**src/rtl/bank_xlate_pkg.sv**
```systemverilog
package bank_xlate_pkg;
  localparam int CPU_AW     = 16;
  localparam int PPU_AW     = 14;
  localparam int REG_W      = 5;
  localparam int PRG_WIN_AW = 14;
  localparam int CHR_WIN_AW = 12;
  localparam int CHR_AW     = REG_W + CHR_WIN_AW;

  typedef enum logic [1:0] {
    ARR_SINGLE_LO = 2'd0,
    ARR_SINGLE_HI = 2'd1,
    ARR_VERTICAL  = 2'd2,
    ARR_HORIZONTAL = 2'd3
  } arrange_e;

  typedef struct packed {
    logic     prgWhole;    // one 32 KB program window
    logic     swapAtLow;   // switchable 16 KB window sits at $8000
    logic     chrSplit;    // two 4 KB pattern windows
    arrange_e arrange;
  } xlateStrb_t;
endpackage

```
**src/rtl/bank_xlate_ctrl.sv**
```systemverilog
module bank_xlate_ctrl
  import bank_xlate_pkg::*;
(
  input  logic [REG_W-1:0] ctrlReg,
  input  logic             wramOff,
  input  logic [2:0]       cpuTop,
  input  logic             ppuHigh,
  output xlateStrb_t       strb,
  output logic             prgRomSel,
  output logic             wramCe,
  output logic             chrSel
);
  always_comb begin
    strb.prgWhole  = ~ctrlReg[3];
    strb.swapAtLow = ctrlReg[2];
    strb.chrSplit  = ctrlReg[4];
    strb.arrange   = arrange_e'(ctrlReg[1:0]);
  end

  assign prgRomSel = cpuTop[2];
  assign wramCe    = (cpuTop == 3'b011) && !wramOff;
  assign chrSel    = ~ppuHigh;
endmodule

```
**src/rtl/bank_xlate_dp.sv**
```systemverilog
module bank_xlate_dp
  import bank_xlate_pkg::*;
#(
  parameter int PRG_BANKS = 8,
  localparam int BANK_W = $clog2(PRG_BANKS),
  localparam int PRG_AW = BANK_W + PRG_WIN_AW
) (
  input  xlateStrb_t        strb,
  input  logic [14:0]       cpuOff,
  input  logic [12:0]       ppuOff,
  input  logic [3:0]        prgBank,
  input  logic [REG_W-1:0]  chrLoReg,
  input  logic [REG_W-1:0]  chrHiReg,
  output logic [PRG_AW-1:0] prgRomAddr,
  output logic [CHR_AW-1:0] chrAddr,
  output logic              ntPage
);
  localparam logic [31:0] BANK_CNT  = 32'(PRG_BANKS);
  localparam logic [31:0] LAST_BANK = BANK_CNT - 32'd1;

  logic [31:0]       rawBank;
  logic [BANK_W-1:0] bankIdx;
  logic              upperHalf;

  assign upperHalf = cpuOff[14];

  always_comb begin
    if (strb.prgWhole)
      rawBank = {28'd0, prgBank[3:1], upperHalf};
    else if (strb.swapAtLow)
      rawBank = upperHalf ? LAST_BANK : {28'd0, prgBank};
    else
      rawBank = upperHalf ? {28'd0, prgBank} : 32'd0;
  end

  assign bankIdx    = BANK_W'(rawBank % BANK_CNT);
  assign prgRomAddr = {bankIdx, cpuOff[13:0]};

  always_comb begin
    if (strb.chrSplit)
      chrAddr = {(ppuOff[12] ? chrHiReg : chrLoReg), ppuOff[11:0]};
    else
      chrAddr = {chrLoReg[REG_W-1:1], ppuOff};
  end

  always_comb begin
    unique case (strb.arrange)
      ARR_SINGLE_LO:  ntPage = 1'b0;
      ARR_SINGLE_HI:  ntPage = 1'b1;
      ARR_VERTICAL:   ntPage = ppuOff[10];
      ARR_HORIZONTAL: ntPage = ppuOff[11];
      default:        ntPage = 1'b0;
    endcase
  end
endmodule

```
**src/rtl/bank_xlate.sv**
```systemverilog
module bank_xlate
  import bank_xlate_pkg::*;
#(
  parameter int PRG_BANKS = 8,
  localparam int PRG_AW = $clog2(PRG_BANKS) + PRG_WIN_AW
) (
  input  logic [CPU_AW-1:0] cpuAddr,
  input  logic [PPU_AW-1:0] ppuAddr,
  input  logic [REG_W-1:0]  ctrlReg,
  input  logic [REG_W-1:0]  chrLoReg,
  input  logic [REG_W-1:0]  chrHiReg,
  input  logic [REG_W-1:0]  prgReg,
  output logic              prgRomSel,
  output logic [PRG_AW-1:0] prgRomAddr,
  output logic              wramCe,
  output logic              chrSel,
  output logic [CHR_AW-1:0] chrAddr,
  output logic [1:0]        mirrorMode,
  output logic              ntPage
);
  xlateStrb_t strb;

  bank_xlate_ctrl ctrl_i (
    .ctrlReg   (ctrlReg),
    .wramOff   (prgReg[4]),
    .cpuTop    (cpuAddr[15:13]),
    .ppuHigh   (ppuAddr[13]),
    .strb      (strb),
    .prgRomSel (prgRomSel),
    .wramCe    (wramCe),
    .chrSel    (chrSel)
  );

  bank_xlate_dp #(.PRG_BANKS(PRG_BANKS)) dp_i (
    .strb       (strb),
    .cpuOff     (cpuAddr[14:0]),
    .ppuOff     (ppuAddr[12:0]),
    .prgBank    (prgReg[3:0]),
    .chrLoReg   (chrLoReg),
    .chrHiReg   (chrHiReg),
    .prgRomAddr (prgRomAddr),
    .chrAddr    (chrAddr),
    .ntPage     (ntPage)
  );

  assign mirrorMode = strb.arrange;
endmodule

```
**config.mk**
```make
export PLATFORM = sky130hd
export DESIGN_NAME = bank_xlate
export DESIGN_NICKNAME = d
export VERILOG_FILES = /design/src/rtl/bank_xlate_pkg.sv /design/src/rtl/bank_xlate_ctrl.sv /design/src/rtl/bank_xlate_dp.sv /design/src/rtl/bank_xlate.sv
export SDC_FILE = /design/constraint.sdc
export NUM_CORES = 1
export LEC_CHECK = 0
export BUFFER_PORTS_ARGS = -buffer_cell sky130_fd_sc_hd__buf_2
export CAP_MARGIN = 30
export CELL_PAD_IN_SITES_DETAIL_PLACEMENT = 0
export CELL_PAD_IN_SITES_GLOBAL_PLACEMENT = 1
export CORE_UTILIZATION = 12
export DETAILED_ROUTE_END_ITERATION = 10
export PLACE_DENSITY = 0.91
export SLEW_MARGIN = 20
export SYNTH_ARGS = -nofsm -noshare
export SYNTH_HDL_FRONTEND = slang
export SYNTH_SLANG_ARGS = --single-unit
```
**constraint.sdc**
```tcl
create_clock -name vclk -period 0.8
set_input_delay 0.12 -clock vclk [all_inputs]
set_output_delay 0.12 -clock vclk [all_outputs]
set_load 0.02 [all_outputs]
```
* After elaboration in Yosys (flattened, before gate mapping) *
Cells that the tools add are included.
Widths: inputs -> output; s select.

operators by class
  mux-type cells = 7
  div/mod/pow operators = 0
  bitwise gates (word level) = 1
  magnitude comparators = 0
  $add $sub $neg = 0
  shift operators = 0
  $mul = 0
  eq/ne operators = 4
  reduce and logical (&&, ||, !) cells = 3

operator list
  kind                number
  $mux 17             1
  $mux 3              4
  $mux 5              1
  $eq 2x2->1 const B  2
  $pmux 1 s4          1
  $eq 3x2->1 const B  1
  $eq 2x1->1 const B  1
  $logic_not 2->1     1
  $logic_and 1x1->1   1
  $logic_not 1->1     1
  $not 1->1           1

storage, ports and cells
  bits in writable memories = 0
  bits in read-only memories = 0
  register bits after elaboration = 0
  output and inout bits = 40
  latch bits = 0
  memories kept = 0
  bits of input ports = 50

* Logic depth before layout (Yosys ltp) *
  depth after elaboration = 3
  depth in mapped cells = 2
  depth with buffers taken out = 2

* Cells and area by module *
From an unflattened synthesis, not the netlist that was laid out.

second synthesis, totals
  cells, all modules = 56
  area, all modules = 400.4 um^2

modules (own cells, without submodules)
  module           cells an instance  instances  area an instance (um^2)  sequential area each (um^2)
  bank_xlate_dp    48                 1          342.8                    0.0
  bank_xlate_ctrl  8                  1          57.6                     0.0

* Worst setup path before layout *
Ideal clock, no wire load.

  path type = input port to output port
  from = in cpuAddr[15]
  to = out wramCe
  stages = 1
  path slack = 0.063 ns
  data arrival time = 0.617 ns
  path buffers = 0
  cells stage by stage = nor3_1

on the way
  word-level cells in the longest chain between the ends = 2

RTL lines
  element            RTL line               text
  start, declared    bank_xlate.sv:7        input logic [CPU_AW-1:0] cpuAddr,
  $eq 3x2->1         bank_xlate_ctrl.sv:21  assign wramCe = (cpuTop == 3'b011) && !wramOff;
  $logic_and 1x1->1  bank_xlate_ctrl.sv:21
  end, declared      bank_xlate.sv:15       output logic wramCe,

Every way passes these cells.

* Worst setup path in the final report *
  from = in ppuAddr[12]
  to = out chrAddr[15]

on the way
  word-level cells in the longest chain between the ends = 2

RTL lines
  element          RTL line             text
  start, declared  bank_xlate.sv:8      input logic [PPU_AW-1:0] ppuAddr,
  $mux 5           bank_xlate_dp.sv:41  chrAddr = {(ppuOff[12] ? chrHiReg : chrLoReg), ppuOff[11:0]};
  $mux 17          bank_xlate_dp.sv:40  if (strb.chrSplit)
  end, declared    bank_xlate.sv:17     output logic [CHR_AW-1:0] chrAddr,

Every way passes these cells.

==> reports/metrics.cfg <==
[run_status]
status=finished with violations
violations=negative setup slack

[final_layout]
num-fill-cells=358
postLayoutCellArea_um2=552
clkbuf_count=0
area_growth_pct=42.3
fin_cells=115
drive_gt1_share_pct=74.6
seq_area_um2=0
multi_input_area_um2=175
antenna_cells=0
nets=123
flops_and_latches=0

[synthesis]
syn_area_per_cell_um2=7.05
netlist_instances=55
synth_compound_area_share_pct=14.5
yosys_warnings=0
synth_area_leaders=buf_4 (56%), mux2_4 (15%), inv_1 (6.8%), a21oi_1 (6.5%), o22ai_1 (4.8%)
synthAdderAreaFrac_pct=0
syn_nets=105
synth_top_area_share_pct=56.1
synth.distinct_cells=10
synth_xor_xnor_area_share_pct=0
muxShareOfSynthArea_pct=15.5
synthSimpleGateAreaFrac_pct=7.10
netlist_area_um2=388
seq_area_frac_synth_pct=0
synth_common_cells=buf_4 (29), inv_1 (7), a21oi_1 (5)
synth_top_family_by_area=buffers and inverters
yosysMostFrequentCell=buf_4
synth_area_leader_cell=buf_4

[grt]
grt_pass1_wl_um=993
top_usage_layer=met2
grt_antenna_before_repair=0
met2_usage_pct=7.31
met1_usage_pct=2.91
overflow=0
grt_pass1_vias=276
grt_use_total_pct=3.48
use_met3_pct=1.54
grt_max_degree=6

[sta]
fmax_mhz=1170
max_slew_margin_pct=87.8
grt_setup_unrepaired=true
worst_pin_slew_ps=183
fin_crit_sh_pct=107
period_needed_ps=857
setup_ws_ps=-56.8
finalHoldViolCount=0
setup_violations=4
maxSlewViolCount=0

[min_path]
hold_depth=0
whs_endpoint=chrAddr[8]
hold_path_class=input pin to primary output
hold_path.startpoint=ppuAddr[8]

[setup_path]
cp_max_fo=4
arrival_ps=740
cp-startpoint=ppuAddr[12]
endpoint_kind=primary output
worst-setup-path-type=input pin to primary output
start_kind=input pin
required_ps=680

[floorplan]
dieArea_um2=3460
die_x_um=58.9
coreArea_um2=3050
die_h_um=58.9
row_count=20
start_util_pct=12.7
io-pin-count=90

[power]
report.power.total_mw=0.348
power_density_nw_per_um2=631
p_leak_nw=0.310
ir_drop_mv=0.0930

[route]
viasPerCell=3.24
dr.pass1.iters=2
drc=0
vias=373
ant_nets=0
drt_iter0_drc=3
wl_um=849
wl_per_cell_um=7.38

[run]
max_cap_violations=0

[placed_design]
placed_cell_area_um2=455
hpwlAfterDp_um=661
pre_cts_ws_ps=-159
gp_congestion=0.592
port_buffers=43
dp_cells=115

[clock_tree]
post_cts_buffers=0
hold_buffers=0

## power breakdown
| group | switching (mW) | total, mW | leakage (nW) | internal (mW) |
|---|---|---|---|---|
| registers | 0 | 0 | 0 | 0 |
| clock network | 0 | 0 | 0 | 0 |
| logic | 0.165 | 0.348 | 0.310 | 0.183 |
## cell usage in the layout, fill, tap and decap left out, types with 2 or more instances in the layout
master and count:
mux2_4 4, a31oi_1 2, o22ai_1 2, buf_2 32
buf_6 6, inv_1 7, buf_4 5, a21oi_1 4
buf_8 2
## cell type report
cell class	instances	share of cell area (%)
well taps	44	9.98
inverters	7	4.76
multi-input cells	19	31.7
repair buffers	45	53.5
## metal layers
layer  vias to the layer above  wire (µm)
li1                        181          -
met1                       159        251
met2                        33        474
met3                         0        123
met4                         0          0
met5                         -          0
## how the worst max path moves through the flow
stage,slack [ps],endpoint,cells past startpoint
2_1_floorplan,60,wramCe,1
6_report,-60,chrAddr[15],4
3_5_place_dp,-160,chrAddr[15],4
5_1_grt,-60,chrAddr[15],4
3_3_place_gp,-150,chrAddr[16],4
4_1_cts,-60,chrAddr[15],4
## stage by stage
stage               hold slack, ps  utilization (%)  setup TNS [ps]
floorplan                      317                -               0
global placement               240             14.9            -633
detailed placement             240             14.9            -637
CTS                            240             17.3            -223
global route                   240             18.1            -269
finish                         240             18.1            -211
## kinds of logic (layout without fill, tap and decap cells)
logic type / count (synthesis) / after routing
AO/OA/AOI/OAI: 10 / 10
buffers and inverters: 36 / 52
multiplexers: 4 / 4
AND/OR/NAND/NOR: 5 / 5
## worst max-delay path, cell delays in order
cell and delay [ps]:
buf_8 100, nand2_8 80, mux2_4 300, buf_6 130
## what timing repair did
item / 4_1_cts / 5_1_grt
hold endpoints to repair: 0 / 0
setup endpoints to repair: 6 / 7
pin swaps: 2 / 1
resized for setup: 18 / 7
(Power assumes the default switching activity.)
